--- src/rtl/adc_seq_pkg.sv ---
`timescale 1ns/1ps
package adc_seq_pkg;
  // Strobe bundle from control to datapath
  typedef struct packed {
    logic       start;
    logic [7:0] cmd;
  } dpCmd_t;

  typedef enum logic [2:0] {
    C_IDLE, C_PRIME, C_WAIT, C_FIRST, C_LAST, C_RESTORE
  } ctlState_t;

  typedef enum logic [1:0] {
    K_CH0, K_CH1, K_BOTH
  } scanKind_t;
endpackage

--- src/rtl/adc_seq_dp.sv ---
`timescale 1ns/1ps
module adc_seq_dp
  import adc_seq_pkg::*;
#(
  parameter int CLK_DIV = 4,
  parameter int FRAME_W = 16,
  parameter int CMD_W   = 8
) (
  input  logic               clk,
  input  logic               rstN,
  input  dpCmd_t             ctl,
  output logic               sclk,
  output logic               csN,
  output logic               mosi,
  input  logic               miso,
  output logic               done,
  output logic               idle,
  output logic [FRAME_W-1:0] rxWord
);
  localparam int GAP   = 2 * CLK_DIV;
  localparam int CNT_W = $clog2(GAP + 1);
  localparam int BIT_W = $clog2(FRAME_W);

  typedef enum logic [1:0] {D_IDLE, D_SHIFT, D_GAP} dpState_t;

  dpState_t           st;
  logic [CNT_W-1:0]   divCnt;
  logic [BIT_W-1:0]   bitCnt;
  logic [FRAME_W-1:0] txShift;
  logic [FRAME_W-1:0] rxShift;

  always_ff @(posedge clk) begin
    if (!rstN) begin
      st      <= D_IDLE;
      divCnt  <= '0;
      bitCnt  <= '0;
      txShift <= '0;
      rxShift <= '0;
      sclk    <= 1'b0;
      csN     <= 1'b1;
      done    <= 1'b0;
    end else begin
      done <= 1'b0;
      case (st)
        D_IDLE: begin
          if (ctl.start) begin
            st      <= D_SHIFT;
            csN     <= 1'b0;
            sclk    <= 1'b0;
            divCnt  <= '0;
            bitCnt  <= '0;
            txShift <= {ctl.cmd, {(FRAME_W-CMD_W){1'b0}}};
          end
        end
        D_SHIFT: begin
          if (divCnt == CNT_W'(CLK_DIV - 1)) begin
            divCnt <= '0;
            if (!sclk) begin
              sclk    <= 1'b1;
              rxShift <= {rxShift[FRAME_W-2:0], miso};
            end else begin
              sclk <= 1'b0;
              if (bitCnt == BIT_W'(FRAME_W - 1)) begin
                csN <= 1'b1;
                st  <= D_GAP;
              end else begin
                bitCnt  <= bitCnt + 1'b1;
                txShift <= {txShift[FRAME_W-2:0], 1'b0};
              end
            end
          end else begin
            divCnt <= divCnt + 1'b1;
          end
        end
        D_GAP: begin
          if (divCnt == CNT_W'(GAP - 1)) begin
            divCnt <= '0;
            st     <= D_IDLE;
            done   <= 1'b1;
          end else begin
            divCnt <= divCnt + 1'b1;
          end
        end
        default: st <= D_IDLE;
      endcase
    end
  end

  assign mosi   = txShift[FRAME_W-1] & ~csN;
  assign idle   = (st == D_IDLE);
  assign rxWord = rxShift;

  // clock parked low while deselected
  a_r1_sclk_idle_low: assert property (@(posedge clk) disable iff (!rstN)
    csN |-> !sclk);
  // data line holds while the clock is high
  a_r1_mosi_stable: assert property (@(posedge clk) disable iff (!rstN)
    (sclk && $past(sclk)) |-> $stable(mosi));
  // deselect lasts beyond a single cycle
  a_r2_cs_gap: assert property (@(posedge clk) disable iff (!rstN)
    $rose(csN) |=> csN);
  // control never starts a frame over a running one
  a_r1_start_when_idle: assert property (@(posedge clk) disable iff (!rstN)
    ctl.start |-> (st == D_IDLE));
endmodule

--- src/rtl/adc_seq_ctl.sv ---
`timescale 1ns/1ps
module adc_seq_ctl
  import adc_seq_pkg::*;
#(
  parameter int PWR_MODE = 3,
  parameter int DATA_W   = 12,
  parameter int FRAME_W  = 16
) (
  input  logic               clk,
  input  logic               rstN,
  input  logic               cfgExtRef,
  input  logic               cfgDual,
  input  logic               scanEn,
  input  logic [1:0]         scanMask,
  input  logic               trigger,
  input  logic               overrunClr,
  input  logic               dpDone,
  input  logic               dpIdle,
  input  logic [FRAME_W-1:0] dpRx,
  output dpCmd_t             ctl,
  output logic               sampleValid,
  output logic               sampleChan,
  output logic [DATA_W-1:0]  sampleData,
  output logic               overrun
);
  ctlState_t st, nextSt;
  scanKind_t kindL, liveKind;
  logic      extRefL, dualL;

  function automatic logic [7:0] mkCmd(input logic ext, input logic dual, input logic ch1);
    mkCmd = {2'b00, ext, dual, ch1 & dual, 1'b0, 2'(PWR_MODE)};
  endfunction

  always_comb begin
    if (!cfgDual)                liveKind = K_CH0;
    else if (scanMask == 2'b11)  liveKind = K_BOTH;
    else if (scanMask == 2'b10)  liveKind = K_CH1;
    else                         liveKind = K_CH0;
  end

  always_comb begin
    ctl    = '0;
    nextSt = st;
    case (st)
      C_IDLE: begin
        if (scanEn && dpIdle) begin
          if (liveKind == K_CH1) begin
            ctl.start = 1'b1;
            ctl.cmd   = mkCmd(cfgExtRef, cfgDual, 1'b1);
            nextSt    = C_PRIME;
          end else begin
            nextSt = C_WAIT;
          end
        end
      end
      C_PRIME: if (dpDone) nextSt = C_WAIT;
      C_WAIT: begin
        if (!scanEn) begin
          ctl.start = 1'b1;
          ctl.cmd   = mkCmd(extRefL, dualL, 1'b0);
          nextSt    = C_RESTORE;
        end else if (trigger) begin
          ctl.start = 1'b1;
          ctl.cmd   = mkCmd(extRefL, dualL, kindL != K_CH0);
          nextSt    = (kindL == K_BOTH) ? C_FIRST : C_LAST;
        end
      end
      C_FIRST: begin
        if (dpDone) begin
          ctl.start = 1'b1;
          ctl.cmd   = mkCmd(extRefL, dualL, 1'b0);
          nextSt    = C_LAST;
        end
      end
      C_LAST:    if (dpDone) nextSt = C_WAIT;
      C_RESTORE: if (dpDone) nextSt = C_IDLE;
      default:   nextSt = C_IDLE;
    endcase
  end

  always_ff @(posedge clk) begin
    if (!rstN) begin
      st          <= C_IDLE;
      kindL       <= K_CH0;
      extRefL     <= 1'b0;
      dualL       <= 1'b0;
      sampleValid <= 1'b0;
      sampleChan  <= 1'b0;
      sampleData  <= '0;
      overrun     <= 1'b0;
    end else begin
      st <= nextSt;
      if (st == C_IDLE) begin
        kindL   <= liveKind;
        extRefL <= cfgExtRef;
        dualL   <= cfgDual;
      end
      sampleValid <= dpDone && (st == C_FIRST || st == C_LAST);
      if (dpDone) begin
        sampleChan <= (st == C_LAST) && (kindL != K_CH0);
        sampleData <= dpRx[DATA_W-1:0];
      end
      if (trigger && (st == C_PRIME || st == C_FIRST || st == C_LAST))
        overrun <= 1'b1;
      else if (overrunClr)
        overrun <= 1'b0;
    end
  end

  // flag holds until cleared
  a_r10_overrun_sticky: assert property (@(posedge clk) disable iff (!rstN)
    (overrun && !overrunClr) |=> overrun);
  // a trigger mid-scan raises the flag
  a_r10_overrun_set: assert property (@(posedge clk) disable iff (!rstN)
    (trigger && st == C_FIRST) |=> overrun);
  // samples are single-cycle strobes, a frame apart
  a_r6_valid_pulse: assert property (@(posedge clk) disable iff (!rstN)
    sampleValid |=> !sampleValid);
  // the closing frame yields no sample
  a_r9_restore_silent: assert property (@(posedge clk) disable iff (!rstN)
    (st == C_RESTORE && dpDone) |=> !sampleValid);
endmodule

--- src/rtl/adc_scan_seq.sv ---
`timescale 1ns/1ps
module adc_scan_seq
  import adc_seq_pkg::*;
#(
  parameter int CLK_DIV  = 4,
  parameter int PWR_MODE = 3,
  parameter int DATA_W   = 12,
  parameter int FRAME_W  = 16
) (
  input  logic              clk,
  input  logic              rstN,
  input  logic              cfgExtRef,
  input  logic              cfgDual,
  input  logic              scanEn,
  input  logic [1:0]        scanMask,
  input  logic              trigger,
  input  logic              overrunClr,
  output logic              spiSclk,
  output logic              spiCsN,
  output logic              spiMosi,
  input  logic              spiMiso,
  output logic              sampleValid,
  output logic              sampleChan,
  output logic [DATA_W-1:0] sampleData,
  output logic              overrun
);
  dpCmd_t             ctl;
  logic               dpDone;
  logic               dpIdle;
  logic [FRAME_W-1:0] dpRx;

  adc_seq_ctl #(.PWR_MODE(PWR_MODE), .DATA_W(DATA_W), .FRAME_W(FRAME_W)) u_ctl (
    .clk(clk), .rstN(rstN), .cfgExtRef(cfgExtRef), .cfgDual(cfgDual),
    .scanEn(scanEn), .scanMask(scanMask), .trigger(trigger),
    .overrunClr(overrunClr), .dpDone(dpDone), .dpIdle(dpIdle), .dpRx(dpRx),
    .ctl(ctl), .sampleValid(sampleValid), .sampleChan(sampleChan),
    .sampleData(sampleData), .overrun(overrun)
  );

  adc_seq_dp #(.CLK_DIV(CLK_DIV), .FRAME_W(FRAME_W), .CMD_W(8)) u_dp (
    .clk(clk), .rstN(rstN), .ctl(ctl), .sclk(spiSclk), .csN(spiCsN),
    .mosi(spiMosi), .miso(spiMiso), .done(dpDone), .idle(dpIdle),
    .rxWord(dpRx)
  );
endmodule

--- config.mk ---
export PLATFORM = sky130hd
export DESIGN_NAME = adc_scan_seq
export DESIGN_NICKNAME = d
export VERILOG_FILES = /design/src/rtl/adc_seq_pkg.sv /design/src/rtl/adc_seq_dp.sv /design/src/rtl/adc_seq_ctl.sv /design/src/rtl/adc_scan_seq.sv
export SDC_FILE = /design/constraint.sdc
export NUM_CORES = 1
export LEC_CHECK = 0
export CORE_MARGIN = 2
export CORE_UTILIZATION = 45
export CTS_CLUSTER_DIAMETER = 150
export DETAILED_ROUTE_END_ITERATION = 10
export GPL_TIMING_DRIVEN = 0
export PLACE_DENSITY = 0.79
export SETUP_SLACK_MARGIN = 0.3
export SYNTH_ARGS = -nofsm -noshare
export SYNTH_HDL_FRONTEND = slang
export SYNTH_HIERARCHICAL = 1
export SYNTH_SLANG_ARGS = --single-unit
--- constraint.sdc ---
create_clock -name clk -period 2.19 [get_ports clk]
set_input_delay 0.3285 -clock clk [delete_from_list [all_inputs] [get_ports clk]]
set_output_delay 0.3285 -clock clk [all_outputs]
set_load 0.02 [all_outputs]
==> summary.log, run 1 <==
qor: die.i_o_pin_count 28
qor: global_route.antenna_found_initial 0
qor: drt.drt-pass1-iter-count 4
qor: critical_path.timing_worst_setup_path_type reg -> reg
qor: die.core-area 5890 µm²
qor: global_route.grt_pass1_vias 2,365
qor: die.die_area 6660 µm²
qor: cells_and_area.fillCellCount 498
qor: clocking.cts_hold_buffers 0
qor: placed_design.dp_hpwl 4.14 mm
qor: cells_and_area.fin_nets 388
qor: timing.finalCriticalPeriod 2.00 ns
qor: run_status.run_status complete, no violations
qor: drt.drc 0
qor: critical_path.cp_capture_type register
qor: power_and_ir_drop.cell_internal_pwr 2.14 mW
qor: global_route.gr-total-overflow 0
qor: drt.ant_nets 0
qor: die.die-width 81.6 µm
qor: clocking.clk-insertion-delay-late 0.32 ns
qor: die.initial_core_util 46.1%
qor: clocking.cts_inserted_buffers 5
qor: drt.wirelength 6.68 mm
qor: run.cap_viol_max_count 0
qor: global_route.grt_start_max_net_pins 21
qor: global_route.grt_pass1_wl 11.0 mm
qor: timing.finClkSkew 0.0156 ns
qor: synthesis.synthesis.instances 307
qor: clocking.cts.clk_slew.worst_paths 0.11 ns
qor: power_and_ir_drop.p_sw_share 37.3%
qor: drt.vias 2,447
qor: synthesis.post_synth.cell_area_avg 8.83 µm²
qor: hold_path.timing.hold.worst.class in -> reg
qor: timing.timing.fmax 501 MHz
qor: clocking.cts-root-buf sky130_fd_sc_hd__clkbuf_8
qor: cells_and_area.count_of_inserted_antenna_diode_cells 0
qor: power_and_ir_drop.power.share.sequential 34.5%
qor: power_and_ir_drop.leakage_power 1.29 nW
qor: drt.drt-wirelength-per-cell 14.9 µm
qor: timing.setup_viol 0
qor: power_and_ir_drop.ir_worst_vdd 0.390 mV
qor: synthesis.yosys_warnings 6
qor: placed_design.routabilityCongestion 0.805
qor: placed_design.post_placement_cell_area 3100 µm²
qor: timing.final-max-slew-violation-count 0
qor: power_and_ir_drop.finalPower 3.40 mW
qor: clocking.h-tree-depth 2
qor: power_and_ir_drop.share_clk_of_total_power 18.1%
qor: global_route.globalRouteTotalUtil 21.1%
qor: clocking.cts.sink_count 55
qor: critical_path.worstSetupStartpointType register
qor: timing.min_period_over_period 91.2%
qor: cells_and_area.post_route_cells_drive_above_1_share 23.6%
qor: critical_path.worst_ep_required_time 2.43 ns
qor: power_and_ir_drop.power_density 961 nW/µm²
qor: critical_path.worstPathArrival 2.24 ns
qor: cells_and_area.areaGrowthSynthToFinish 30.5%
qor: power_and_ir_drop.total_switching_power 1.27 mW
qor: timing.timing.final.hold_violations 0
qor: timing.rsz_0062_raised_after_global_routing true
qor: drt.detail_route.vias_per_cell 5.46
qor: synthesis.mappedNetlistArea 2710 µm²
qor: placed_design.io_buffer_count 27
qor: clocking.buffer_levels_on_the_longest_clock_path 2
qor: drt.drt-initial-drc-count 183
qor: clocking.cts_tree done
qor: critical_path.path_max_fanout 5
qor: die.num_rows 28
qor: power_and_ir_drop.combPwrFrac 47.4%
qor: die.die_y 81.6 µm
qor: cells_and_area.post-route-cell-area 3540 µm²
[placed cells by master (no fill, tap or decap), types with 6 or more instances in the layout]
cell                              count
sky130_fd_sc_hd__mux2i_1             23
sky130_fd_sc_hd__nand2_1             54
sky130_fd_sc_hd__nand3_1              7
sky130_fd_sc_hd__buf_4               29
sky130_fd_sc_hd__nor2_1               8
sky130_fd_sc_hd__buf_6               11
sky130_fd_sc_hd__nor2b_1             16
sky130_fd_sc_hd__dfxtp_1             50
sky130_fd_sc_hd__a21oi_1             29
sky130_fd_sc_hd__o21ai_1              6
sky130_fd_sc_hd__clkdlybuf4s50_1     23
sky130_fd_sc_hd__a21boi_1             7
sky130_fd_sc_hd__clkbuf_1             7
[power by group through the flow]
stage | combinational [mW] | sequential [mW] | clock, mW
3_5_place_dp | 1.18 | 1.19 | 0
5_1_grt | 1.73 | 1.19 | 0.674
2_1_floorplan | 0.922 | 1.19 | 0
4_1_cts | 1.42 | 1.17 | 0.628
3_3_place_gp | 1.15 | 1.18 | 0
6_report | 1.61 | 1.18 | 0.615
[metal layers]
layer / track usage [%] / share of wire [%]
met5: 0 / 0
met4: 8.17 / 1.9
met3: 4.40 / 4.2
met2: 36.5 / 50
met1: 25.7 / 44
[worst paths after layout]
path                                      from                            to  slack (ns)  cells after the start
hold / removal                         cfgDual      u_ctl/dualL$_SDFFE_PN0N_        0.44                      3
setup reg to reg      u_ctl/st[2]$_SDFFE_PN0P_   u_dp/bitCnt[1]$_SDFFE_PN0P_        0.19                     10
setup / recovery      u_ctl/st[2]$_SDFFE_PN0P_   u_dp/bitCnt[1]$_SDFFE_PN0P_        0.19                     10
hold reg to reg   u_dp/txShift[8]$_SDFFE_PN0P_  u_dp/txShift[8]$_SDFFE_PN0P_        0.46                      2
[repair_timing]
| item | 4_1_cts | 5_1_grt |
|---|---|---|
| resized for setup | 19 | 20 |
| setup endpoints to repair | 20 | 26 |
| pin swaps | 9 | 9 |
| gates cloned | 2 | 0 |
| buffers inserted | 22 | 5 |
[state kept, by name, indices dropped and copies added, names as in the netlist, 2 cells and up]
name / count
u_ctl/st: 3
u_dp/txShift: 8
u_dp/bitCnt: 4
u_ctl/sampleData: 12
u_ctl/kindL: 2
u_dp/rxWord: 12
u_dp/st: 2
u_dp/divCnt: 4
[cell type report]
class	count	area, µm²	share of cell area [%]
Multi-Input combinational cell	226	1560	44.1
Tap cell	75	93.8	2.65
Inverter	6	22.5	0.636
Clock inverter	3	31.3	0.884
Buffer	22	154	4.35
Sequential cell	55	1110	31.3
Timing Repair Buffer	56	499	14.1
Clock buffer	5	68.8	1.94
[per-stage QoR]
stage	util, %	hold WS (ns)	setup TNS, ns	instances	worst slack [ns]
floorplan	-	0.428	0	309	0.301
global placement	52.7	0.437	-4.87	411	-0.372
detailed placement	52.7	0.447	-5.12	411	-0.386
CTS	58.1	0.409	0	443	0.232
global route	60.1	0.439	0	448	0.0672
finish	60.1	0.440	0	448	0.193
[critical path, stage by stage, from the launching register on]
cell                       delay [ns]
sky130_fd_sc_hd__dfxtp_2         0.35
sky130_fd_sc_hd__buf_6           0.12
sky130_fd_sc_hd__nor3_4          0.21
sky130_fd_sc_hd__nand4_1         0.18
sky130_fd_sc_hd__o21ai_2         0.12
sky130_fd_sc_hd__buf_6           0.13
sky130_fd_sc_hd__nor2b_4         0.04
sky130_fd_sc_hd__a211oi_4        0.25
sky130_fd_sc_hd__and2_4          0.22
sky130_fd_sc_hd__buf_6           0.12
sky130_fd_sc_hd__mux2i_1         0.18
Power figures use the tool's default switching activity.
==> run 2: changes to the inputs <==
- SKIP_LAST_GASP: not set -> 1
==> results of run 2 <==
Same layout as run 1: the final DEF is identical, and so are final timing and power.
